--- src/rtl/vsu_pkg.sv ---
package vsu_pkg;
  localparam int unsigned INSN_W    = 32;
  localparam int unsigned IMM_W     = 7;
  localparam int unsigned LEN_W     = IMM_W + 1;
  localparam int unsigned REG_IDX_W = 5;

  // field positions given MSB-first, converted to LSB indices
  localparam int unsigned IMM_POS   = 16;
  localparam int unsigned MS_POS    = 23;
  localparam int unsigned VS_POS    = 24;
  localparam int unsigned VF_POS    = 25;
  localparam int unsigned RT_POS    = 6;
  localparam int unsigned RA_POS    = 11;

  localparam int unsigned IMM_LSB   = INSN_W - (IMM_POS + IMM_W);
  localparam int unsigned MS_BIT    = INSN_W - 1 - MS_POS;
  localparam int unsigned VS_BIT    = INSN_W - 1 - VS_POS;
  localparam int unsigned VF_BIT    = INSN_W - 1 - VF_POS;
  localparam int unsigned RT_LSB    = INSN_W - (RT_POS + REG_IDX_W);
  localparam int unsigned RA_LSB    = INSN_W - (RA_POS + REG_IDX_W);

  typedef enum logic [1:0] {
    SRC_HOLD = 2'd0,
    SRC_IMM  = 2'd1,
    SRC_RA   = 2'd2,
    SRC_CTR  = 2'd3
  } vl_src_e;

  typedef struct packed {
    logic [LEN_W-1:0] imm_len;
    logic             ms_en;
    logic             vf_bit;
    logic             rt_nz;
    vl_src_e          src;
  } vsu_dec_t;
endpackage

--- src/rtl/vsu_rst_sync.sv ---
module vsu_rst_sync #(
  parameter int unsigned STAGES = 2
) (
  input  logic clk,
  input  logic rst_n,
  output logic rst_q_n
);
  logic [STAGES-1:0] sync_q;

  always_ff @(posedge clk or negedge rst_n) begin
    if (!rst_n) begin
      sync_q <= '0;
    end else begin
      sync_q <= {sync_q[STAGES-2:0], 1'b1};
    end
  end

  assign rst_q_n = sync_q[STAGES-1];
endmodule

--- src/rtl/vsu_decode.sv ---
module vsu_decode
  import vsu_pkg::*;
(
  input  logic [INSN_W-1:0] insn,
  output vsu_dec_t          dec
);
  logic [IMM_W-1:0]     imm_f;
  logic [REG_IDX_W-1:0] rt_f;
  logic [REG_IDX_W-1:0] ra_f;
  logic                 vs_f;
  logic                 vf_f;
  logic                 ctr_pick;
  logic                 unused_opc;

  assign imm_f = insn[IMM_LSB +: IMM_W];
  assign rt_f  = insn[RT_LSB +: REG_IDX_W];
  assign ra_f  = insn[RA_LSB +: REG_IDX_W];
  assign vs_f  = insn[VS_BIT];
  assign vf_f  = insn[VF_BIT];

  // opcode and extended-opcode bits are decoded elsewhere
  assign unused_opc = ^{insn[INSN_W-1:RT_LSB+REG_IDX_W], insn[VF_BIT-1:0]};

  // overloaded combination: vertical-first, RA is r0, RT is not r0
  assign ctr_pick = vf_f && (ra_f == '0) && (rt_f != '0);

  always_comb begin
    dec.imm_len = LEN_W'(imm_f) + LEN_W'(1);
    dec.ms_en   = insn[MS_BIT];
    dec.vf_bit  = vf_f;
    dec.rt_nz   = (rt_f != '0);
    if (!vs_f) begin
      dec.src = SRC_HOLD;
    end else if (ctr_pick) begin
      dec.src = SRC_CTR;
    end else if (ra_f != '0) begin
      dec.src = SRC_RA;
    end else begin
      dec.src = SRC_IMM;
    end
  end
endmodule

--- src/rtl/vsu_clamp.sv ---
module vsu_clamp #(
  parameter int unsigned REQ_W = 64,
  parameter int unsigned LIM_W = 8
) (
  input  logic [REQ_W-1:0] req,
  input  logic [LIM_W-1:0] limit,
  output logic [LIM_W-1:0] len
);
  logic over;

  assign over = (req > REQ_W'(limit));
  assign len  = over ? limit : req[LIM_W-1:0];
endmodule

--- src/rtl/vsu_len_sel.sv ---
module vsu_len_sel
  import vsu_pkg::*;
#(
  parameter int unsigned XLEN = 64
) (
  input  vsu_dec_t         dec,
  input  logic [XLEN-1:0]  ra_val,
  input  logic [XLEN-1:0]  ctr_val,
  input  logic [LEN_W-1:0] cur_mvl,
  input  logic [LEN_W-1:0] cur_vl,
  output logic [LEN_W-1:0] mvl_nxt,
  output logic [LEN_W-1:0] vl_nxt
);
  logic [XLEN-1:0] req;

  // new MVL first, so VL is limited against it
  assign mvl_nxt = dec.ms_en ? dec.imm_len : cur_mvl;

  always_comb begin
    unique case (dec.src)
      SRC_CTR:  req = ctr_val;
      SRC_RA:   req = ra_val;
      SRC_IMM:  req = XLEN'(dec.imm_len);
      default:  req = XLEN'(cur_vl);
    endcase
  end

  vsu_clamp #(
    .REQ_W (XLEN),
    .LIM_W (LEN_W)
  ) u_clamp (
    .req   (req),
    .limit (mvl_nxt),
    .len   (vl_nxt)
  );
endmodule

--- src/rtl/vl_set_unit.sv ---
module vl_set_unit
  import vsu_pkg::*;
#(
  parameter int unsigned XLEN = 64
) (
  input  logic              clk,
  input  logic              rst_n,
  input  logic              insn_valid,
  input  logic [INSN_W-1:0] insn,
  input  logic [XLEN-1:0]   ra_val,
  input  logic [XLEN-1:0]   ctr_val,
  output logic [LEN_W-1:0]  mvl,
  output logic [LEN_W-1:0]  vl,
  output logic              vfirst,
  output logic              rt_wen,
  output logic [XLEN-1:0]   rt_wdata,
  output logic              done
);
  logic             rst_q_n;
  vsu_dec_t         dec;
  logic [LEN_W-1:0] mvl_q, mvl_d, mvl_calc;
  logic [LEN_W-1:0] vl_q, vl_d, vl_calc;
  logic             vf_q, vf_d;
  logic             wen_q, wen_d;
  logic [XLEN-1:0]  wdata_q, wdata_d;
  logic             done_q, done_d;
  logic             st_en;

  vsu_rst_sync #(.STAGES(2)) u_rst (
    .clk     (clk),
    .rst_n   (rst_n),
    .rst_q_n (rst_q_n)
  );

  vsu_decode u_dec (
    .insn (insn),
    .dec  (dec)
  );

  vsu_len_sel #(.XLEN(XLEN)) u_sel (
    .dec     (dec),
    .ra_val  (ra_val),
    .ctr_val (ctr_val),
    .cur_mvl (mvl_q),
    .cur_vl  (vl_q),
    .mvl_nxt (mvl_calc),
    .vl_nxt  (vl_calc)
  );

  assign st_en = insn_valid;

  always_comb begin
    mvl_d   = mvl_calc;
    vl_d    = vl_calc;
    vf_d    = dec.vf_bit;
    wdata_d = XLEN'(vl_calc);
    wen_d   = insn_valid && dec.rt_nz;
    done_d  = insn_valid;
  end

  always_ff @(posedge clk or negedge rst_q_n) begin
    if (!rst_q_n) begin
      mvl_q   <= LEN_W'(1);
      vl_q    <= LEN_W'(1);
      vf_q    <= 1'b0;
      wdata_q <= '0;
    end else if (st_en) begin
      mvl_q   <= mvl_d;
      vl_q    <= vl_d;
      vf_q    <= vf_d;
      wdata_q <= wdata_d;
    end
  end

  always_ff @(posedge clk or negedge rst_q_n) begin
    if (!rst_q_n) begin
      wen_q  <= 1'b0;
      done_q <= 1'b0;
    end else begin
      wen_q  <= wen_d;
      done_q <= done_d;
    end
  end

  assign mvl      = mvl_q;
  assign vl       = vl_q;
  assign vfirst   = vf_q;
  assign rt_wen   = wen_q;
  assign rt_wdata = wdata_q;
  assign done     = done_q;
endmodule

--- config.mk ---
export PLATFORM = sky130hd
export DESIGN_NAME = vl_set_unit
export DESIGN_NICKNAME = d
export VERILOG_FILES = /design/src/rtl/vsu_pkg.sv /design/src/rtl/vsu_rst_sync.sv /design/src/rtl/vsu_decode.sv /design/src/rtl/vsu_clamp.sv /design/src/rtl/vsu_len_sel.sv /design/src/rtl/vl_set_unit.sv
export SDC_FILE = /design/constraint.sdc
export NUM_CORES = 1
export LEC_CHECK = 0
export ABC_AREA = 1
export ABC_CLOCK_PERIOD_IN_PS = 1250
export CORE_AREA = 3 3 95 97
export CTS_BUF_LIST = sky130_fd_sc_hd__clkbuf_4 sky130_fd_sc_hd__clkbuf_8 sky130_fd_sc_hd__clkbuf_16
export CTS_CLUSTER_DIAMETER = 50
export CTS_CLUSTER_SIZE = 24
export DETAILED_ROUTE_END_ITERATION = 8
export DIE_AREA = 0 0 98 100
export PLACE_DENSITY = 0.92
export SYNTH_ARGS = -nofsm -noshare
export SYNTH_HDL_FRONTEND = slang
export SYNTH_SLANG_ARGS = --single-unit
--- constraint.sdc ---
create_clock -name clk -period 1.25 [get_ports clk]
set_input_delay 0.1875 -clock clk [delete_from_list [all_inputs] [get_ports clk]]
set_output_delay 0.1875 -clock clk [all_outputs]
set_load 0.1 [all_outputs]
==> flow_summary.ini, run 1 <==
[final_layout]
fill_cells = 555
drive_gt1_frac = 0.377
nets = 830
diodes = 0
final_util = 0.682
fin_area_sq_mm = 0.00560
layout-area-overhead-vs-synth_pct = 118
instances_no_fill = 762

[worst_setup_path]
cp_cell_sequence = buf_2 > nor2_4 > nand3_4 > clkinv_4 > nand2_8 > nor2_8 > nand2_2 > nand3_2 > nand2_2 > inv_2 > ha_4 > nand2_4 > buf_6 > nor2_4 > nor2_2 > nand3_2 > o21ai_4 > nand2_4 > nand2_2 > nand3_2 > nand2_2
worstSetupPathType = in2reg
worst_setup_path_end_kind = flip-flop
arrival_ps = 2440
cp.required_ps = 1460
critPathLaunchType = input port
cp_common_cell = nand2_2
critPathMaxStageDelay_ps = 210
crit_path_top_delay_cell = ha_4
crit_fanout = 8

[logic_synthesis]
netlist_top_cells_area = dfrtp_1, buf_4, nand2_1
syn_avg_cell_area_sq_um = 6.24
synth.top_cells.by_count = nand2_1, nor2_1, buf_4
yosysSeqAreaShare = 0.216
ys_ff_latch = 22
yosys_warnings = 0
synth_largest_area_cell = dfrtp_1
ys_types = 30
synthArstFlopShare = 1.00
yosysMostFrequentCell = nand2_1
yosysTopAreaCellShare = 0.195
synth-edff-count = 0
syn-cell-area_sq_mm = 0.00256
netlist_instances = 411
synth_flop_cell = dfrtp_1

[clocking]
cts.hold.buffers_added = 0
htreeDepth = 1
cts_buffers = 3
clk_pin_slew_ps = 80
clock-sinks = 22
cts_root_buf = clkbuf_8
clk_latency_ps = 270
clk_path_buf_depth = 2
tritoncts = built

[run_status]
violations = negative setup slack
status = finished with violations

[placed_design]
place_ws_ps = -1610
io_buffers = 177
gp_congestion = 0.930
place_inst = 738
detailed_place_hpwl_mm = 9.23
place_area_sq_mm = 0.00496

[route]
routedWlPerCell_microns = 16.6
drt-pass1-iter-count = 4
vias_per_cell = 4.71
ant_nets = 0
routed_wl_mm = 12.7
drt-initial-drc-count = 174
drcViolationCount = 0
vias = 3587

[floorplan]
die_h_microns = 100
initial_utilization = 0.312
die_x_microns = 98
core_area_sq_mm = 0.00822
ios = 246
dieArea_sq_mm = 0.00980
num_rows = 33

[timing]
setup_viol = 15
whs_ps = 68.5
slew_viol_final = 0
period_share = 1.79
worst_slack_ps = -985
finClkSkew_ps = 2.25
fin_crit_ps = 2230
grt_setup_unrepaired = true
finalHoldViolations = 0
finalSetupTns_ps = -8700
max_clock_freq_mhz = 447

[power_and_ir_drop]
vdd_drop_max_mv = 1.14
p_leak_nw = 2.56
powerDensity_mw_per_mm2 = 1110
p_total_mw = 6.23

[grt]
grt.busiest_layer = met2
grt_pass1_vias = 3753
grt_overflow = 0
grt_util_met2 = 0.440
antenna_found_initial = 0
grt_use_met3 = 0.0445
grt_pass1_wl_mm = 18.1
grt_use_total = 0.229
grt_use_met1 = 0.233
grt_max_degree = 27

[run]
maxCapViolations = 0

[min_path]
hold_path_class = in2async
worst max-delay path: cells and delay by family:
| family | cells | cell delay (ps) |
|---|---|---|
| buffers and inverters | 4 | 390 |
| adders and majority gates | 1 | 210 |
| and+or+nand+nor | 15 | 1510 |
| AOI/OAI and AO/OA | 1 | 140 |
final timing paths:
| check | cells after the start | startpoint | to | slack (ps) |
|---|---|---|---|---|
| max | 21 | insn[19] | vl[7] | -980 |
| max in group asynchronous | 1 | u_rst.sync_q[1] | vl[0] | 610 |
| max reg2reg | 14 | vl[6] | vl[7] | -950 |
| min reg2reg | 0 | u_rst.sync_q[1] | vfirst | 80 |
| min in group clk | 3 | insn[6] | vfirst | 350 |
| min | 1 | rst_n | u_rst.sync_q[0] | 70 |
layer usage:
metal  wire [microns]  vias to the layer above
met5                0                        -
met4              779                        0
met3             1040                       63
met2             6610                      236
met1             4250                     1633
li1                 -                     1655
placed cells by master, fill, tap and decap left out, types with 7 or more instances in the layout:
cell	n
clkdlybuf4s50_1	131
nand2_1	89
nor2_1	75
buf_4	63
conb_1	57
buf_12	29
nand2_2	28
buf_6	21
nand3_1	14
nand3_2	13
inv_2	12
inv_1	12
dfrtp_2	8
o21ai_2	7
o21ai_0	7
ha_4	7
what timing repair did:
action | 4_1_cts | 5_1_grt
hold endpoints to repair | 0 | 0
pin swaps | 48 | 45
setup buffers | 14 | 12
resized for setup | 126 | 61
endpoints found under the setup margin | 30 | 30
gates cloned | 1 | 0
sequential cells by signal, summed over array words and instances (netlist names):
register and count:
rt_wdata 1, done 1, vl 8, vfirst 1, rt_wen 1, mvl 8, u_rst.sync_q 2
area by class of cell:
class / instances / area (sq um) / area share
clock buffer: 3 / 41.3 / 0.00737
clock inverter: 1 / 30.0 / 0.00536
inverter: 26 / 105 / 0.0188
tap: 105 / 131 / 0.0235
timing repair buffer: 254 / 2660 / 0.475
multi-input combinational: 351 / 2040 / 0.365
sequential: 22 / 589 / 0.105
power by group:
group          leakage (nW)  internal [mW]  switching, mW
clock network        0.0357          0.428          0.247
logic                  2.28           1.75           2.87
registers             0.247          0.853         0.0854
total                  2.56           3.03           3.20
cells by family (layout without fill, tap and decap cells):
logic type,after synthesis,count (layout),synth area share
xor+xnor,2,2,0.00683
compound gates,29,30,0.0605
flops,22,22,0.216
simple gates,251,251,0.430
fa+ha+maj,9,9,0.0439
buf+inv,94,284,0.233
mux,2,2,0.00781
other cells,2,57,0.00293
No activity file was read; power rests on OpenSTA's default activity.
==> inputs of run 2 (changes only) <==
CORE_AREA = default   (was 3 3 95 97)
CORE_ASPECT_RATIO = 1.1   (was default)
CORE_MARGIN = 3   (was default)
CORE_UTILIZATION = 38   (was default)
CTS_CLUSTER_DIAMETER = default   (was 50)
DIE_AREA = default   (was 0 0 98 100)
PLACE_DENSITY = 0.95   (was 0.92)
SYNTH_HIERARCHICAL = 1   (was default)
==> run 2 against run 1 <==
  * The run still ends with negative setup slack left
  * Final cell count rose by 20%
  * Fmax decreased by 9.7%
  * Core utilization grew 7.3 points
  * Combinational power decreased by 19%
  * Largest cell class unchanged
  * Highest routed layer is now met5
==> flow_summary.ini, run 2 <==
[final_layout]
diodes = 0
fill_cells = 579
multi_input_area_sq_mm = 0.00244
final_util = 0.755
final_cell_mix = nand2_1, clkdlybuf4s50_1, nand3_1, conb_1, buf_4
drive_gt1_frac = 0.274
seqCellArea_sq_um = 597
layout-area-overhead-vs-synth_pct = 90.4
final_common_cell = nand2_1
nets = 979

[logic_synthesis]
synth-edff-count = 0
ys_types = 29
netlist_top_cells_area = nand3_1, nand2_1, buf_4
syn-cell-area_sq_mm = 0.00338
syn_avg_cell_area_sq_um = 5.90
yosysTopAreaCellShare = 0.217
synth_flop_cell = dfrtp_1
synthArstFlopShare = 1.00
synth.top_cells.by_count = nand2_1, nand3_1, buf_4
ys_ff_latch = 22
synth_largest_area_cell = nand3_1
yosys_warnings = 6
yosysMostFrequentCell = nand2_1
yosysSeqAreaShare = 0.163
netlist_instances = 574

[min_path]
hold_path_class = in2async

[timing]
finalSetupTns_ps = -10990
max_clock_freq_mhz = 404
setup_viol = 13
fin_crit_ps = 2470
slew_viol_final = 0
grt_setup_unrepaired = true
finalHoldViolations = 0
worst_slack_ps = -1220
finClkSkew_ps = 3.56
whs_ps = 70.6
period_share = 1.98

[worst_setup_path]
worstSetupPathType = in2reg
crit_fanout = 8
worst_setup_path_end_kind = flip-flop
critical_path_buf_inv_count = 4
rrSetupSlack_ps = -930
critPathMaxStageDelay_ps = 360
cp.required_ps = 1420
crit_path_top_delay_cell = ha_4
arrival_ps = 2650
cpLargestDelayFamily = simple AND/OR/NAND/NOR gates
cp_cell_sequence = buf_6 > or2_4 > nor3_4 > buf_12 > nor2_4 > nand2_1 > nand4_1 > ha_4 > inv_2 > o21bai_1 > nand2_1 > nand2_1 > nand2_1 > nand2_2 > buf_6 > nand2_8 > nand3_2 > nand2_2 > nand2_2 > nand2_2
critPathLaunchType = input port

[clocking]
htreeDepth = 1
clock-sinks = 22
cts_root_buf = clkbuf_8
clk_path_buf_depth = 2
tritoncts = built
cts_buffers = 3
clk_pin_slew_ps = 80
clk_latency_ps = 270

[route]
wl_met2_mm = 7.82
vias_per_cell = 5.11
ant_nets = 0
wl_met3_mm = 1.69
wl_met1_mm = 4.80
drt-initial-drc-count = 191
drt-pass1-iter-count = 5
routedWlPerCell_microns = 16.2
routed_wl_mm = 14.9
routed.top_layer = met5
vias = 4685
drcViolationCount = 0

[grt]
grt_overflow = 0
grt_use_total = 0.270
grt_pass1_vias = 4613
grt_pass1_wl_mm = 21.7
antenna_found_initial = 1
grt_max_degree = 57

[floorplan]
core_area_sq_mm = 0.00854
dieArea_sq_mm = 0.0101
initial_utilization = 0.396
die_h_microns = 105
die_x_microns = 96.0
num_rows = 35
ios = 246

[power_and_ir_drop]
p_sw_frac = 0.516
seq_power_share = 0.171
vdd_drop_max_mv = 0.974
p_int_mw = 2.47
switching_power_mw = 2.63
comb_power_share = 0.729
powerDensity_mw_per_mm2 = 792
p_leak_nw = 3.20
clkPwrFrac = 0.100

[run_status]
status = finished with violations
violations = negative setup slack

[placed_design]
io_buffers = 177
gp_congestion = 0.951
detailed_place_hpwl_mm = 10.3

[run]
maxCapViolations = 0
==> run 2: timing repair <==
item,CTS,global route
setup buffers,25,11
pin swaps,59,29
gates cloned,6,0
setup endpoints to repair,27,28
gates resized for setup,96,34
hold buffers,0,0
==> run 2: per-layer routing <==
layer / global-route usage / vias to the layer above
met4: 0.112 / 2
met5: 0 / -
met1: 0.275 / 2167
met3: 0.0698 / 53
met2: 0.503 / 276
li1: - / 2187
==> run 2: cells by family after synthesis <==
kind of cell / Yosys count / synth area share
AND/OR/NAND/NOR: 381 / 0.513
XOR/XNOR: 4 / 0.0104
flip-flops: 22 / 0.163
buffers and inverters: 144 / 0.260
other: 2 / 0.00222
adder cells (fa/ha/maj): 9 / 0.0333
AO/OA/AOI/OAI: 12 / 0.0185
==> run 2: worst paths after layout <==
check,start,to,cells after the start
worst max-delay path,insn[16],vl[2],20
worst min-delay path,rst_n,u_rst/sync_q[0],1
worst max register to register,mvl[1],vl[2],16
worst min register to register,u_rst/sync_q[1],mvl[3],1
max in group asynchronous,u_rst/sync_q[1],vl[0],1
min in group clk,insn[21],rt_wen,6
==> run 2: power by group through the flow <==
stage	registers [mW]	logic (mW)	clock network, mW
floorplan	1.41	1.70	0
CTS	0.869	3.57	0.509
finish	0.872	3.72	0.508
global placement	0.872	3.33	0
global route	0.877	3.88	0.542
detailed placement	0.875	3.36	0
==> run 2: area by class of cell <==
class                   count  area share
clock buffers               4     0.00757
inverters                  47      0.0289
multi-input cells         464       0.379
flip-flops and latches     22      0.0926
well taps                 111      0.0216
repair buffers            269       0.470
==> run 2: per-stage QoR <==
stage | area (sq um) | power, mW | std cells | worst slack [ps]
finish | 6440 | 5.10 | 917 | -1220
CTS | 6320 | 4.95 | 911 | -1080
global route | 6440 | 5.30 | 917 | -1370
floorplan | 3730 | 3.11 | 629 | -895
global placement | 5740 | 4.20 | 878 | -1550
detailed placement | 5740 | 4.24 | 878 | -1700
==> run 2: worst reg2reg max path, cell delays in order (launching register included) <==
cell and delay (ps):
dfrtp_4 420, inv_1 40, o21ai_0 220, inv_1 140, ha_4 310, inv_2 40
o21bai_1 160, nand2_1 80, nand2_1 70, nand2_1 60, nand2_2 110, buf_6 130
nand2_8 60, nand3_2 70, nand2_2 60, nand2_2 70, nand2_2 50
==> inputs of run 3 (changes only) <==
CAP_MARGIN = 20   (was default)
SLEW_MARGIN = 25   (was default)
==> results of run 3 <==
Same layout as run 2: the final DEF is identical, and so are final timing and power.
